$ cat config.mk
export PLATFORM = sky130hd
export DESIGN_NAME = intr_prio_ctrl
export DESIGN_NICKNAME = d
export VERILOG_FILES = /design/src/rtl/intr_prio_ctrl.sv
export SDC_FILE = /design/constraint.sdc
export NUM_CORES = 1
export LEC_CHECK = 0
export BUFFER_PORTS_ARGS = -buffer_cell sky130_fd_sc_hd__buf_2
export CAP_MARGIN = 15
export CORE_MARGIN = 2
export CORE_UTILIZATION = 55
export DETAILED_ROUTE_END_ITERATION = 6
export GPL_TIMING_DRIVEN = 0
export PLACE_DENSITY_LB_ADDON = 0.3
export SYNTH_ARGS = -nofsm -noshare
export SYNTH_HDL_FRONTEND = slang
export SYNTH_SLANG_ARGS = --single-unit
$ cat constraint.sdc
create_clock -name clk -period 11.6 [get_ports clk]
set_clock_uncertainty 0.15 [all_clocks]
set_input_delay 1.16 -clock clk [delete_from_list [all_inputs] [get_ports clk]]
set_output_delay 1.16 -clock clk [all_outputs]
set_load 0.005 [all_outputs]
$ cat src/rtl/intr_prio_ctrl.sv
module intr_prio_ctrl (
  input  logic       clk,
  input  logic       rst_n,
  input  logic [7:0] irq_in,
  input  logic       cfg_level,
  input  logic       cfg_auto_eoi,
  input  logic       base_wr,
  input  logic [4:0] base_in,
  input  logic       mask_wr,
  input  logic [7:0] mask_in,
  input  logic       cmd_valid,
  input  logic [2:0] cmd_op,
  input  logic [2:0] cmd_lvl,
  input  logic       ack_start,
  output logic       irq_out,
  output logic       vec_valid,
  output logic [7:0] vec_out,
  output logic [7:0] poll_word,
  output logic [7:0] irr_o,
  output logic [7:0] isr_o,
  output logic [7:0] mask_o
);
  localparam logic [2:0] OP_EOI      = 3'd1;
  localparam logic [2:0] OP_SEOI     = 3'd2;
  localparam logic [2:0] OP_ROT_EOI  = 3'd3;
  localparam logic [2:0] OP_ROT_SEOI = 3'd4;
  localparam logic [2:0] OP_SET_PRI  = 3'd5;
  localparam logic [2:0] OP_RAEOI_ON = 3'd6;
  localparam logic [2:0] OP_RAEOI_OF = 3'd7;

  logic [7:0] irq_q, irr, isr, mask, irr_n, isr_n;
  logic [4:0] base;
  logic [2:0] lo_pri, lo_n, ack_lvl;
  logic       rot_aeoi, ack_ph, ack_hit;
  logic       win_hit, isr_hit, pend, take;
  logic [2:0] win_k, win_lvl, isr_k, isr_lvl;
  logic [7:0] req_m;

  assign req_m = irr & ~mask;

  always_comb begin
    win_hit = 1'b0; win_k = 3'd0; win_lvl = 3'd0;
    isr_hit = 1'b0; isr_k = 3'd0; isr_lvl = 3'd0;
    for (int k = 0; k < 8; k++) begin
      if (!win_hit && req_m[lo_pri + 3'd1 + 3'(k)]) begin
        win_hit = 1'b1;
        win_k   = 3'(k);
        win_lvl = lo_pri + 3'd1 + 3'(k);
      end
      if (!isr_hit && isr[lo_pri + 3'd1 + 3'(k)]) begin
        isr_hit = 1'b1;
        isr_k   = 3'(k);
        isr_lvl = lo_pri + 3'd1 + 3'(k);
      end
    end
  end

  assign pend      = win_hit && (!isr_hit || win_k < isr_k);
  assign take      = ack_start && !ack_ph;
  assign irq_out   = pend && !ack_ph;
  assign poll_word = pend ? {1'b1, 4'b0000, win_lvl} : 8'h00;
  assign irr_o     = irr;
  assign isr_o     = isr;
  assign mask_o    = mask;

  always_comb begin
    irr_n = cfg_level ? irq_in : (irr | (irq_in & ~irq_q));
    if (!cfg_level && take && pend) irr_n[win_lvl] = 1'b0;

    isr_n = isr;
    lo_n  = lo_pri;
    if (take && pend) isr_n[win_lvl] = 1'b1;
    if (ack_ph && ack_hit && cfg_auto_eoi) begin
      isr_n[ack_lvl] = 1'b0;
      if (rot_aeoi) lo_n = ack_lvl;
    end
    if (cmd_valid) begin
      case (cmd_op)
        OP_EOI:      if (isr_hit) isr_n[isr_lvl] = 1'b0;
        OP_ROT_EOI:  if (isr_hit) begin isr_n[isr_lvl] = 1'b0; lo_n = isr_lvl; end
        OP_SEOI:     isr_n[cmd_lvl] = 1'b0;
        OP_ROT_SEOI: begin isr_n[cmd_lvl] = 1'b0; lo_n = cmd_lvl; end
        OP_SET_PRI:  lo_n = cmd_lvl;
        default: ;
      endcase
    end
  end

  always_ff @(posedge clk) begin
    if (!rst_n) begin
      irq_q <= 8'h00; irr <= 8'h00; isr <= 8'h00; mask <= 8'hFF;
      base <= 5'd0; lo_pri <= 3'd7; rot_aeoi <= 1'b0;
      ack_ph <= 1'b0; ack_hit <= 1'b0; ack_lvl <= 3'd0;
      vec_valid <= 1'b0; vec_out <= 8'h00;
    end else begin
      irq_q     <= irq_in;
      irr       <= irr_n;
      isr       <= isr_n;
      lo_pri    <= lo_n;
      vec_valid <= 1'b0;
      if (mask_wr) mask <= mask_in;
      if (base_wr) base <= base_in;
      if (cmd_valid && cmd_op == OP_RAEOI_ON) rot_aeoi <= 1'b1;
      if (cmd_valid && cmd_op == OP_RAEOI_OF) rot_aeoi <= 1'b0;
      if (take) begin
        ack_ph  <= 1'b1;
        ack_hit <= pend;
        ack_lvl <= pend ? win_lvl : 3'd7;
      end else if (ack_ph) begin
        ack_ph    <= 1'b0;
        vec_valid <= 1'b1;
        vec_out   <= {base, ack_lvl};
      end
    end
  end
endmodule


==> metrics <==
post-synthesis sequential area ratio a little under a quarter; most common cell after layout, fill and taps aside buf_2; Period minus WS final ~6.8 ns; Worst path max stage delay 0.46 ns; area of the multi-input gates 0.003318 mm^2; # resized after CTS 0; r2r setup slk slightly below 6 ns; Worst Path Max Fanout 10; Hold Worst Slack 0.3816 ns; antenna viol nets, final 0; Comb power frac between 40% and 50%; dominant cells by area after synthesis dfxtp_1 (23%), mux2i_1 (9.1%), mux4_2 (7.6%), o21ai_0 (4.1%), mux2_2 (3.8%); DR DRC count 1; Die Ht 96.78 um; unrepaired setup endpoints after global routing false; ant diodes 0; Clock Tree Root clkbuf_8; Hold WC Path Type reg -> reg; # setup viols final 0; CTS H-tree depth 2; Hold Violations, Final 0; # fillers 706; Total Nets Final 684; Clock Power Share 18.5%; vias per cell 6.607; hpwl dp 10680 um; Final Non-Filler Cells about 750; FMAX 147.0 MHz; register bit total from synthesis 55; CORE AREA 0.008299 mm^2; Die Wd approximately 97 um; wire per inst 18.46 um; hold path startpoint vec_out[6]$_SDFFE_PN0P_; global route overflow 0; internal power around 0.37 mW; DP Area slightly above 0.005 mm^2; violated checks DRC; critical path, cell by cell buf_6, buf_2, inv_2, buf_2, ha_1, buf_2, buf_2, buf_4, mux2_2, nor3_1, nor4_1, a31o_2, nor3_2, a32oi_1, ha_1, o21ai_0, nand2b_1, a22o_4, and2_4, buf_6, inv_1, buf_4, buf_2; first-pass GRT wire length between 20000 and 25000 um; CP endpoint kind output pin; Avg Cell Area, Syn 8.292 um^2; reg2reg path depth 22; Slew headroom 36.79%; initial antenna violation count 0; CP dominant cell by count buf_2; required time of the critical path 10.29 ns; synthesized netlist cell count 571; Synth Cell Area 0.004735 mm^2; clk slew on worst S/H paths approximately 0.12 ns; routability cong. 0.9839; reg2reg end isr_o[7]$_SDFF_PN0_; Switching Fraction about two fifths; Yosys top cell area share between 20% and 30%; commonest non-fill, non-tap cells in the layout buf_2 (70), dfxtp_1 (55), nand2_1 (47), mux2i_1 (43), o21ai_0 (39); Final Cell Area ~0.0053 mm^2; setup TNS 0 ns; family with the most delay on the worst path buffers and inverters; fin crit share between 50% and 60%; setup bufs post-CTS 0; largest net degree at the start of global routing 21; startpoint types flop; Critical Path AT 5.49 ns; Post-synth EDFFs 0; CP bufs+invs 11; FF+latch area 0.001101 mm^2; total iterations of the first detailed-routing run 7; outcome finished with violations; YS warnings 0; pin slew with the least headroom to its limit ~0.95 ns; DR iter-0 viols roughly 420; Post-Place Cells around 740; reg-to-reg startpoint lo_pri[0]$_SDFF_PN1_; via count 4962; total track usage 28.26%; Hold Path Stages 2; power per cell area 118.9 mW/mm^2; P_leak between 2 and 2.5 nW; I/O Pins 77; final setup margin 4.799 ns; ys async rst share 0%; port bufs 64; vias in the first global route about 4600; share of cells above drive strength 1 21.21%; CTS tree yes; area grow syn2layout 11.89%; worst vdd ir 0.08032 mV; hold path endpoint vec_out[6]$_SDFFE_PN0P_; clock tree buffer depth 2; Initial Utilization 57.05%; Yosys top cell by area dfxtp_1; # rows 33; Top FF cell, synth dfxtp_1; Clock Latency Late Sink 0.32 ns; kind of critical path reg -> out; CTS Hold Buffers Added 0; pre-CTS setup slack 5.256 ns; Die ar. 0.009366 mm^2; max-cap violations 0; DRT Wirelength 13860 um; Net Sw Power ~0.26 mW; final max-slew violation count 0; critical path's slowest cell nor3_2; synth unique cells 74; total CTS buffers 5; clock tree sinks 55; Reg power frac 34.2%
==> layout make-up <==
class	count	share of cell area (%)
buffer	41	3.826
clock buffer	5	1.299
clock inverter	3	0.5905
inverter	33	2.338
multi-input combinational	445	62.64
sequential	55	20.78
tap	105	2.480
timing repair buffer	64	6.046
==> routing by layer <==
layer	up-vias	GRT usage [%]	part of all wire, %	wire length, um
met1	2321	39.30	42	5753
met3	49	4.480	9.6	1333
met4	0	10.40	2.4	328
met5	-	0	0	0
met2	307	44.44	47	6445
li1	2285	-	-	-
==> registers in the layout, indices dropped and copies added, names as in the netlist <==
signal,flops
isr_o,8
lo_pri,3
mask_o,8
irr_o,8
vec_out,8
irq_q,8
ack_hit,1
ack_ph,1
rot_aeoi,1
base,5
vec_valid,1
ack_lvl,3
==> worst register-to-register path: cells and delay by family, from the launching register on <==
| family | cells | cell delay (ns) |
|---|---|---|
| fa+ha+maj | 2 | 0.62 |
| mux | 1 | 0.40 |
| compound gates | 6 | 1.52 |
| flops | 1 | 0.38 |
| buf+inv | 8 | 1.64 |
| simple gates | 5 | 0.99 |
==> power groups by stage <==
stage	clock [mW]	combinational, mW	sequential [mW]
CTS	0.116	0.290	0.215
detailed placement	0	0.288	0.219
global route	0.123	0.321	0.217
finish	0.116	0.298	0.215
global placement	0	0.282	0.218
floorplan	0	0.215	0.215
==> cell usage after synthesis, types with 3 or more instances <==
cell type / instances
nand4_1: 4
a21oi_1: 23
nor3_1: 8
or4_1: 6
a211oi_1: 8
nor4_1: 3
dfxtp_1: 55
and2_1: 13
o221a_2: 3
xnor2_1: 4
nand3_1: 12
o211a_1: 3
o21a_1: 5
clkbuf_1: 21
ha_1: 4
o221ai_1: 6
nand2b_1: 19
mux2_2: 16
a221o_1: 4
mux4_2: 16
buf_2: 6
inv_1: 31
buf_1: 5
mux2i_1: 43
a32o_1: 4
o21ai_0: 39
a31oi_1: 13
nand2_1: 47
o211ai_1: 5
nor2b_1: 27
o311ai_0: 3
o22ai_1: 7
and3_1: 5
nor2_1: 29
nor4b_1: 4
a22oi_1: 3
buf_4: 7
a32oi_1: 6
o31ai_1: 5
==> cell families (layout without fill, tap and decap cells) <==
logic type / Yosys count / after routing / share of synthesized area, %
AOI/OAI and AO/OA: 167 / 167 / 25.13
xor gates and xnor gates: 7 / 7 / 1.876
adders and majority gates: 4 / 4 / 1.057
buffers and inverters: 74 / 146 / 6.898
DFF: 55 / 55 / 23.26
muxes: 75 / 75 / 20.51
other: 1 / 4 / 0.07921
and+or+nand+nor: 188 / 188 / 21.19
==> how the worst max path moves through the flow <==
stage / cells past startpoint / start / slack (ns) / end
2_1_floorplan: 20 / lo_pri[0]$_SDFF_PN1_ / 5.92 / poll_word[7]
3_5_place_dp: 23 / lo_pri[0]$_SDFF_PN1_ / 5.26 / poll_word[7]
4_1_cts: 23 / lo_pri[0]$_SDFF_PN1_ / 4.89 / poll_word[7]
6_report: 23 / lo_pri[0]$_SDFF_PN1_ / 4.80 / poll_word[7]
3_3_place_gp: 23 / lo_pri[0]$_SDFF_PN1_ / 5.26 / poll_word[7]
5_1_grt: 23 / lo_pri[0]$_SDFF_PN1_ / 4.48 / poll_word[7]
==> through the flow <==
stage,utilization [%],total power [mW]
after floorplan,-,0.4295
after global placement,62.63,0.5000
after detailed placement,62.63,0.5072
after CTS,63.83,0.6210
after global routing,63.83,0.6612
final,63.83,0.6296
Power figures use the tool's default switching activity.
